$ cat src/rtl/pa_pkg.sv
package pa_pkg;

  typedef enum logic {
    MS_IDLE = 1'b0,
    MS_RUN  = 1'b1
  } meas_state_e;

  // Reference level from the sign of the sum; zero keeps the oscillator level
  function automatic logic ref_level(input logic is_neg, input logic is_zero,
                                     input logic amp);
    logic lvl;
    if (is_zero)      lvl = amp;
    else if (is_neg)  lvl = 1'b0;
    else              lvl = 1'b1;
    return lvl;
  endfunction

  // Rising edge: high now, low one cycle before
  function automatic logic rise_of(input logic now_lvl, input logic prev_lvl);
    return now_lvl & ~prev_lvl;
  endfunction

endpackage

$ cat src/rtl/pa_ref_gen.sv
module pa_ref_gen #(
  parameter int SUM_W = 10
) (
  input  logic signed [SUM_W-1:0] sum_i,
  input  logic                    amp_i,
  output logic                    ref_bit_o
);
  import pa_pkg::*;

  logic sum_neg;
  logic sum_zero;

  assign sum_neg   = sum_i[SUM_W-1];
  assign sum_zero  = (sum_i == '0);
  assign ref_bit_o = ref_level(sum_neg, sum_zero, amp_i);

endmodule

$ cat src/rtl/pa_edge_det.sv
module pa_edge_det (
  input  logic clk,
  input  logic rst,
  input  logic lvl_i,
  output logic rise_o
);
  import pa_pkg::*;

  logic prev_q;

  // The level is sampled during reset too, so no edge is reported right after it
  always_ff @(posedge clk) begin
    if (rst) prev_q <= lvl_i;
    else     prev_q <= lvl_i;
  end

  assign rise_o = rise_of(lvl_i, prev_q);

endmodule

$ cat src/rtl/pa_offset_counter.sv
module pa_offset_counter #(
  parameter int PHASE_W = 4
) (
  input  logic               clk,
  input  logic               rst,
  input  logic               ref_rise_i,
  input  logic               osc_rise_i,
  output logic               commit_o,
  output logic               timeout_o,
  output logic               busy_o,
  output logic [PHASE_W-1:0] offset_o,
  output logic [PHASE_W-1:0] cnt_o
);
  import pa_pkg::*;

  localparam logic [PHASE_W-1:0] CNT_LAST = '1;
  localparam logic [PHASE_W-1:0] CNT_ONE  = PHASE_W'(1);

  meas_state_e       state_q;
  logic [PHASE_W-1:0] cnt_q;
  logic              same_cycle;
  logic              run_done;

  assign same_cycle = (state_q == MS_IDLE) && ref_rise_i && osc_rise_i;
  assign run_done   = (state_q == MS_RUN) && osc_rise_i;
  assign timeout_o  = (state_q == MS_RUN) && !osc_rise_i && (cnt_q == CNT_LAST);
  assign commit_o   = same_cycle || run_done;
  assign offset_o   = (state_q == MS_RUN) ? cnt_q : '0;
  assign busy_o     = (state_q == MS_RUN);
  assign cnt_o      = cnt_q;

  always_ff @(posedge clk) begin
    if (rst) begin
      state_q <= MS_IDLE;
      cnt_q   <= '0;
    end else begin
      case (state_q)
        MS_IDLE: begin
          if (ref_rise_i && !osc_rise_i) begin
            state_q <= MS_RUN;
            cnt_q   <= CNT_ONE;
          end
        end
        MS_RUN: begin
          if (osc_rise_i || timeout_o) begin
            state_q <= MS_IDLE;
            cnt_q   <= '0;
          end else begin
            cnt_q   <= cnt_q + CNT_ONE;
          end
        end
        default: begin
          state_q <= MS_IDLE;
          cnt_q   <= '0;
        end
      endcase
    end
  end

endmodule

$ cat src/rtl/pa_phase_reg.sv
module pa_phase_reg #(
  parameter int PHASE_W = 4
) (
  input  logic               clk,
  input  logic               rst,
  input  logic [PHASE_W-1:0] init_i,
  input  logic               commit_i,
  input  logic [PHASE_W-1:0] offset_i,
  output logic [PHASE_W-1:0] phase_o
);

  logic [PHASE_W-1:0] phase_q;

  // Addition at PHASE_W bits wraps modulo 2^PHASE_W
  always_ff @(posedge clk) begin
    if (rst)           phase_q <= init_i;
    else if (commit_i) phase_q <= phase_q + offset_i;
  end

  assign phase_o = phase_q;

endmodule

$ cat src/rtl/phase_aligner.sv
module phase_aligner #(
  parameter int PHASE_W = 4,
  parameter int SUM_W   = 10
) (
  input  logic                    clk,
  input  logic                    rst,
  input  logic [PHASE_W-1:0]      init_phase,
  input  logic signed [SUM_W-1:0] coupling_sum,
  input  logic                    osc_amp,
  output logic                    ref_o,
  output logic [PHASE_W-1:0]      phase_o
);

  localparam int N_EDGE = 2;

  logic               ref_w;
  logic [N_EDGE-1:0]  lvl_w;
  logic [N_EDGE-1:0]  rise_w;
  logic               commit_w;
  logic               timeout_w;
  logic               busy_w;
  logic [PHASE_W-1:0] offset_w;
  logic [PHASE_W-1:0] cnt_w;

  pa_ref_gen #(.SUM_W(SUM_W)) u_ref (
    .sum_i     (coupling_sum),
    .amp_i     (osc_amp),
    .ref_bit_o (ref_w)
  );

  // Index 0: reference, index 1: oscillator
  assign lvl_w = {osc_amp, ref_w};

  for (genvar gi = 0; gi < N_EDGE; gi++) begin : g_edge
    pa_edge_det u_edge (
      .clk    (clk),
      .rst    (rst),
      .lvl_i  (lvl_w[gi]),
      .rise_o (rise_w[gi])
    );
  end

  pa_offset_counter #(.PHASE_W(PHASE_W)) u_cnt (
    .clk        (clk),
    .rst        (rst),
    .ref_rise_i (rise_w[0]),
    .osc_rise_i (rise_w[1]),
    .commit_o   (commit_w),
    .timeout_o  (timeout_w),
    .busy_o     (busy_w),
    .offset_o   (offset_w),
    .cnt_o      (cnt_w)
  );

  pa_phase_reg #(.PHASE_W(PHASE_W)) u_phase (
    .clk      (clk),
    .rst      (rst),
    .init_i   (init_phase),
    .commit_i (commit_w),
    .offset_i (offset_w),
    .phase_o  (phase_o)
  );

  assign ref_o = ref_w;

endmodule

$ cat config.mk
export PLATFORM = sky130hd
export DESIGN_NAME = phase_aligner
export DESIGN_NICKNAME = d
export VERILOG_FILES = /design/src/rtl/pa_pkg.sv /design/src/rtl/pa_ref_gen.sv /design/src/rtl/pa_edge_det.sv /design/src/rtl/pa_offset_counter.sv /design/src/rtl/pa_phase_reg.sv /design/src/rtl/phase_aligner.sv
export SDC_FILE = /design/constraint.sdc
export NUM_CORES = 1
export LEC_CHECK = 0
export BUFFER_PORTS_ARGS = -buffer_cell sky130_fd_sc_hd__buf_2
export CORE_MARGIN = 4
export CORE_UTILIZATION = 50
export DETAILED_ROUTE_END_ITERATION = 6
export GPL_TIMING_DRIVEN = 1
export PLACE_DENSITY = 0.79
export SKIP_LAST_GASP = 1
export SYNTH_ARGS = -nofsm -noshare
export SYNTH_HDL_FRONTEND = slang
export SYNTH_HIERARCHICAL = 1
export SYNTH_SLANG_ARGS = --single-unit
$ cat constraint.sdc
create_clock -name clk -period 3.9 [get_ports clk]
set_input_delay 0.195 -clock clk [delete_from_list [all_inputs] [get_ports clk]]
set_output_delay 0.195 -clock clk [all_outputs]
set_load 0.03 [all_outputs]
==> out/metrics.cfg, run 1 <==
[run_status]
status = finished clean

[sta]
fin_crit_sh = 0.468
fmax_ghz = 0.548
setup_viol = 0
fin_setup_tns_ns = 0
rsz0062_at_grt = no
tightest_slew_ns = 0.267
setup_slack_ns = 2.07
post-route-min-period_ns = 1.83
relSlewSlack = 0.821
clock_skew_ns = 0.00487
finalHoldViolations = 0
report.final.slew_viol_count = 0

[logic_synthesis]
synth_fp_nets = 91
ys_warn_count = 6
postSynthAreaPerCell_sq_um = 9.88
synth_area_sq_um = 682
synth_cells = 69

[flow_run]
drv_cap = 0

[clock_tree]
cts-root-buf = clkbuf_4
path_clk_slew_ns = 0.07
clock-sinks = 11
clk-insertion-delay-late_ns = 0.26
cts.path.max_buffers = 2
cts-resized-gates = 0
holdBufCountCts = 0
cts_setup_buffers = 0
cts_tree = yes
cts_buffers = 3
cts_max_level = 1

[grt]
grt_max_degree = 15
grt_pass1_vias = 589
track_usage = 0.163
grt.overflow.total = 0
grt_pass1_wl_mm = 2.30
antenna_found_initial = 0

[critical_path]
cp-end-kind = register
slowest_delay_ns = 0.47
r2r_start = u_cnt/busy_o
worstPathArrival_ns = 1.83
cpMaxStageDelayCell = dfxtp_1
cp.required_ns = 3.90
cp_max_fo = 9
cp-start-kind = register
reg2regPathDepth = 6
crit_type = register to register
critPathBufInv = 1
crit_path_start = u_cnt/busy_o
path_delay_family = adder cells
path_depth = 6
path_cells = and2_2 -> ha_1 -> inv_1 -> fa_1 -> xor2_1 -> o21ai_0

[hold_path]
hp-class = input pin to register
hold_depth = 1
min_from = osc_amp

[power_and_ir_drop]
p_leak_uw = 0.000380
p_per_area_nw_per_um2 = 307
vdd_drop_max_uv = 204

[layout]
fin_util = 0.639
n_antenna_cell = 0
nets = 116
fin_cells = 108
drive_above_1_share = 0.366
stdcell_area_sq_um = 821
area_delta_synth_final_pct = 20.4

[place]
place_inst = 104
pre_cts_slack_ns = 2.12
port_buffers = 21
place_area_sq_um = 795
dp_hpwl_mm = 1.07
gp_congestion = 0.742

[routing]
dr.pass1.iters = 4
drc = 0
drt_iter0_markers = 11
antenna_left = 0
post_drt_wl_per_cell_um = 12.3
wirelength_mm = 1.32
avgViaCountPerCell = 5.42
vias = 585

[floorplanning]
fp.dieH_um = 44.9
num_io_pins = 22
die_x_um = 44.9
rows = 13
die_area_sq_um = 2020
initial_core_util = 0.531
core_area_sq_um = 1280

==> layout by cell type, fill, tap and decap left out, types with 2 or more instances in the layout <==
cell	n
nand2_1	3
inv_1	4
a21oi_1	3
nand4_1	2
buf_2	21
nand3_1	7
nor4_1	2
dfxtp_1	7
ha_1	4
nor2_1	3
nor2b_4	2
and2_2	4
o21ai_0	2
clkbuf_4	3
nand4b_1	2
xor2_1	3
edfxtp_1	4
==> report_power, final <==
group	total [uW]	internal, uW	switching [uW]	leakage (uW)
Combinational	45.6	20.1	25.5	0.000268
Clock	73.9	39.5	34.4	0.0000150
Sequential	133	127	5.71	0.0000973
Total	252	186	65.6	0.000380
==> final timing paths <==
path,to,slack (ns)
worst max-delay path,u_phase/phase_o[2],2.07
worst min register to register,u_cnt/cnt_o[1],0.52
worst min-delay path,g_edge[1].u_edge/prev_q,0.06
worst max register to register,u_phase/phase_o[2],2.07
==> sequential cells by signal, summed over array words and instances, names as in the netlist <==
register,count
u_cnt/cnt_o,4
u_phase/phase_o,4
u_cnt/busy_o,1
g_edge.u_edge/prev_q,2
==> layer usage <==
layer  track usage  vias up  wire length [um]  part of all wire
met5             0        -                 0                 0
met3        0.0677        2               106             0.080
met2         0.243       20               582              0.44
met4         0.111        0                17             0.013
li1              -      298                 -                 -
met1         0.188      265               616              0.47
==> through the flow <==
step / total power [uW] / hold WS [ns]
6_report: 252 / 0.0605
3_5_place_dp: 181 / 0.334
5_1_grt: 269 / 0.0485
3_3_place_gp: 179 / 0.325
4_1_cts: 256 / 0.0511
2_1_floorplan: 164 / 0.223
==> layout make-up <==
cell class	count	area [sq um]
Sequential cell	11	260
Timing Repair Buffer	21	105
Inverter	5	18.8
Clock buffer	4	26.3
Tap cell	15	18.8
Multi-Input combinational cell	52	392
Fill cell	107	464
Note: power is estimated with default switching activity, not from simulation.
==> inputs of run 2 (changes only) <==
CORE_UTILIZATION = 43   (was 50)
PLACE_DENSITY = 0.72   (was 0.79)
clock period = 1.65 ns   (was 3.9 ns; I/O delays follow)
==> run 2 against run 1 <==
  * Via count is 0.34% lower
  * Register-to-register slack worse by 2.0 ns
  * Utilization fell by 6.8 points
  * Worst hold slack better by 0.043 ns
  * Setup slack got worse by 2.0 ns
  * Largest cell class unchanged
  * Die area up 13%
  * First-iteration DRC count unchanged
  * Critical path type unchanged
  * Power rose by 140%
  * Sequential share of layout area shrank 1.1 points
==> out/metrics.cfg, run 2 (synthesized netlist as in run 1, its figures left out) <==
[grt]
grt_pass1_wl_mm = 2.22
antenna_found_initial = 0
grt_max_degree = 15
grt_pass1_vias = 547
track_usage = 0.143
grt.overflow.total = 0

[hold_path]
hold_depth = 3
hp-class = input pin to register

[clock_tree]
cts_max_level = 1
clock-sinks = 11
cts_tree = yes
clk-insertion-delay-late_ns = 0.26
cts.path.max_buffers = 2
path_clk_slew_ns = 0.07
cts-root-buf = clkbuf_4
cts_buffers = 3

[critical_path]
r2r_start = u_cnt/cnt_o[0]
crit_path_start = u_cnt/cnt_o[0]
crit_path_end = u_phase/phase_o[2]
cp-start-kind = register
slowest_delay_ns = 0.37
cp-end-kind = register
cp_max_fo = 5
crit_type = register to register
path_cells = and2_2 -> ha_1 -> inv_1 -> fa_1 -> xor2_1 -> o21ai_0
reg2regPathDepth = 6
cpMaxStageDelayCell = fa_1
worstPathArrival_ns = 1.58
r2r_slack_ns = 0.08
cp.required_ns = 1.66
r2r_end = u_phase/phase_o[2]

[floorplanning]
core_area_sq_um = 1510
num_io_pins = 22
die_area_sq_um = 2290
fp.dieH_um = 47.8
rows = 14
initial_core_util = 0.453
die_x_um = 47.8

[run_status]
status = finished clean

[layout]
fin_util = 0.571
stdcell_area_sq_um = 860
nets = 120
n_antenna_cell = 0
layout_common_cells = buf_2 (21), nand3_1 (7), dfxtp_1 (5)
fin_cells = 113
n_fill_cell = 135
final_common_cell = buf_2
drive_above_1_share = 0.392
area_delta_synth_final_pct = 26.1

[routing]
drc = 0
avgViaCountPerCell = 5.16
vias = 583
post_drt_wl_per_cell_um = 11.7
wirelength_mm = 1.33
drt_iter0_markers = 11
dr.pass1.iters = 3
antenna_left = 0

[sta]
fin_setup_tns_ns = 0
relSlewSlack = 0.832
setup_viol = 0
fin_crit_sh = 0.951
fmax_ghz = 0.637
report.final.slew_viol_count = 0
finalHoldViolations = 0
clock_skew_ns = 0.00176
tightest_slew_ns = 0.250
hold_ws_ns = 0.103
rsz0062_at_grt = no
post-route-min-period_ns = 1.57

[power_and_ir_drop]
vdd_drop_max_uv = 437
power.switching_uw = 164
p_seq_frac = 0.510
p_per_area_nw_per_um2 = 710
switching_share = 0.269
p_int_uw = 446
p_leak_uw = 0.000400
p_comb_frac = 0.188
p_clk_frac = 0.302

[place]
place_inst = 107
port_buffers = 21
place_area_sq_um = 811
dp_hpwl_mm = 1.03
gp_congestion = 0.752

[flow_run]
drv_cap = 0

[run 2: cell types whose count changed in the layout (fill, tap and decap cells not counted), sizes merged]
cell	before	now
buf	21	23
dlygate4sd3	0	2
[run 2: through the flow]
| step | power (uW) | setup slack (ns) |
|---|---|---|
| floorplan | 388 | 0.0372 |
| global placement | 426 | 0.110 |
| detailed placement | 429 | 0.0479 |
| CTS | 616 | 0.0389 |
| global route | 645 | 0.00678 |
| finish | 610 | 0.0809 |
[run 2: critical path, delay by kind of cell, from the launching register on]
kind | cells | cell delay, ns
AO/OA/AOI/OAI | 1 | 0.08
flip-flops | 1 | 0.36
XOR/XNOR | 1 | 0.16
AND/OR/NAND/NOR | 1 | 0.14
adder cells (fa/ha/maj) | 2 | 0.52
buffers and inverters | 1 | 0.05
[run 2: per-layer routing]
layer / up-vias / GRT usage / wire length [um]
met4: 0 / 0.0968 / 38
met3: 4 / 0.0338 / 83
met2: 19 / 0.219 / 611
li1: 305 / - / -
met1: 255 / 0.177 / 591
met5: - / 0 / 0
[run 2: how the worst min path moves through the flow]
stage	from	end	slack (ns)
after detailed placement	osc_amp	g_edge[1].u_edge/prev_q	0.22
after global placement	osc_amp	g_edge[1].u_edge/prev_q	0.22
after floorplan	osc_amp	g_edge[1].u_edge/prev_q	0.11
final	init_phase[2]	u_phase/phase_o[2]	0.10
after CTS	init_phase[2]	u_phase/phase_o[2]	0.10
after global routing	init_phase[2]	u_phase/phase_o[2]	0.11
[run 2: cell type report]
type	instances	area (sq um)	area share
Inverter	5	18.8	0.0218
Timing Repair Buffer	25	140	0.163
Clock buffer	4	26.3	0.0306
Multi-Input combinational cell	52	392	0.456
Sequential cell	11	263	0.306
Tap cell	16	20.0	0.0233
[run 2: timing repair]
action	CTS	global route
buffers inserted	0	0
setup endpoints to repair	0	1
hold buffers	2	0
endpoints found under the hold margin	2	0
resized for setup	0	2
[run 2: power groups by stage]
stage / clock (uW) / combinational (uW) / sequential [uW]
floorplan: 0 / 52.7 / 335
global placement: 0 / 110 / 316
detailed placement: 0 / 112 / 317
CTS: 190 / 116 / 311
global route: 203 / 128 / 314
finish: 184 / 115 / 311
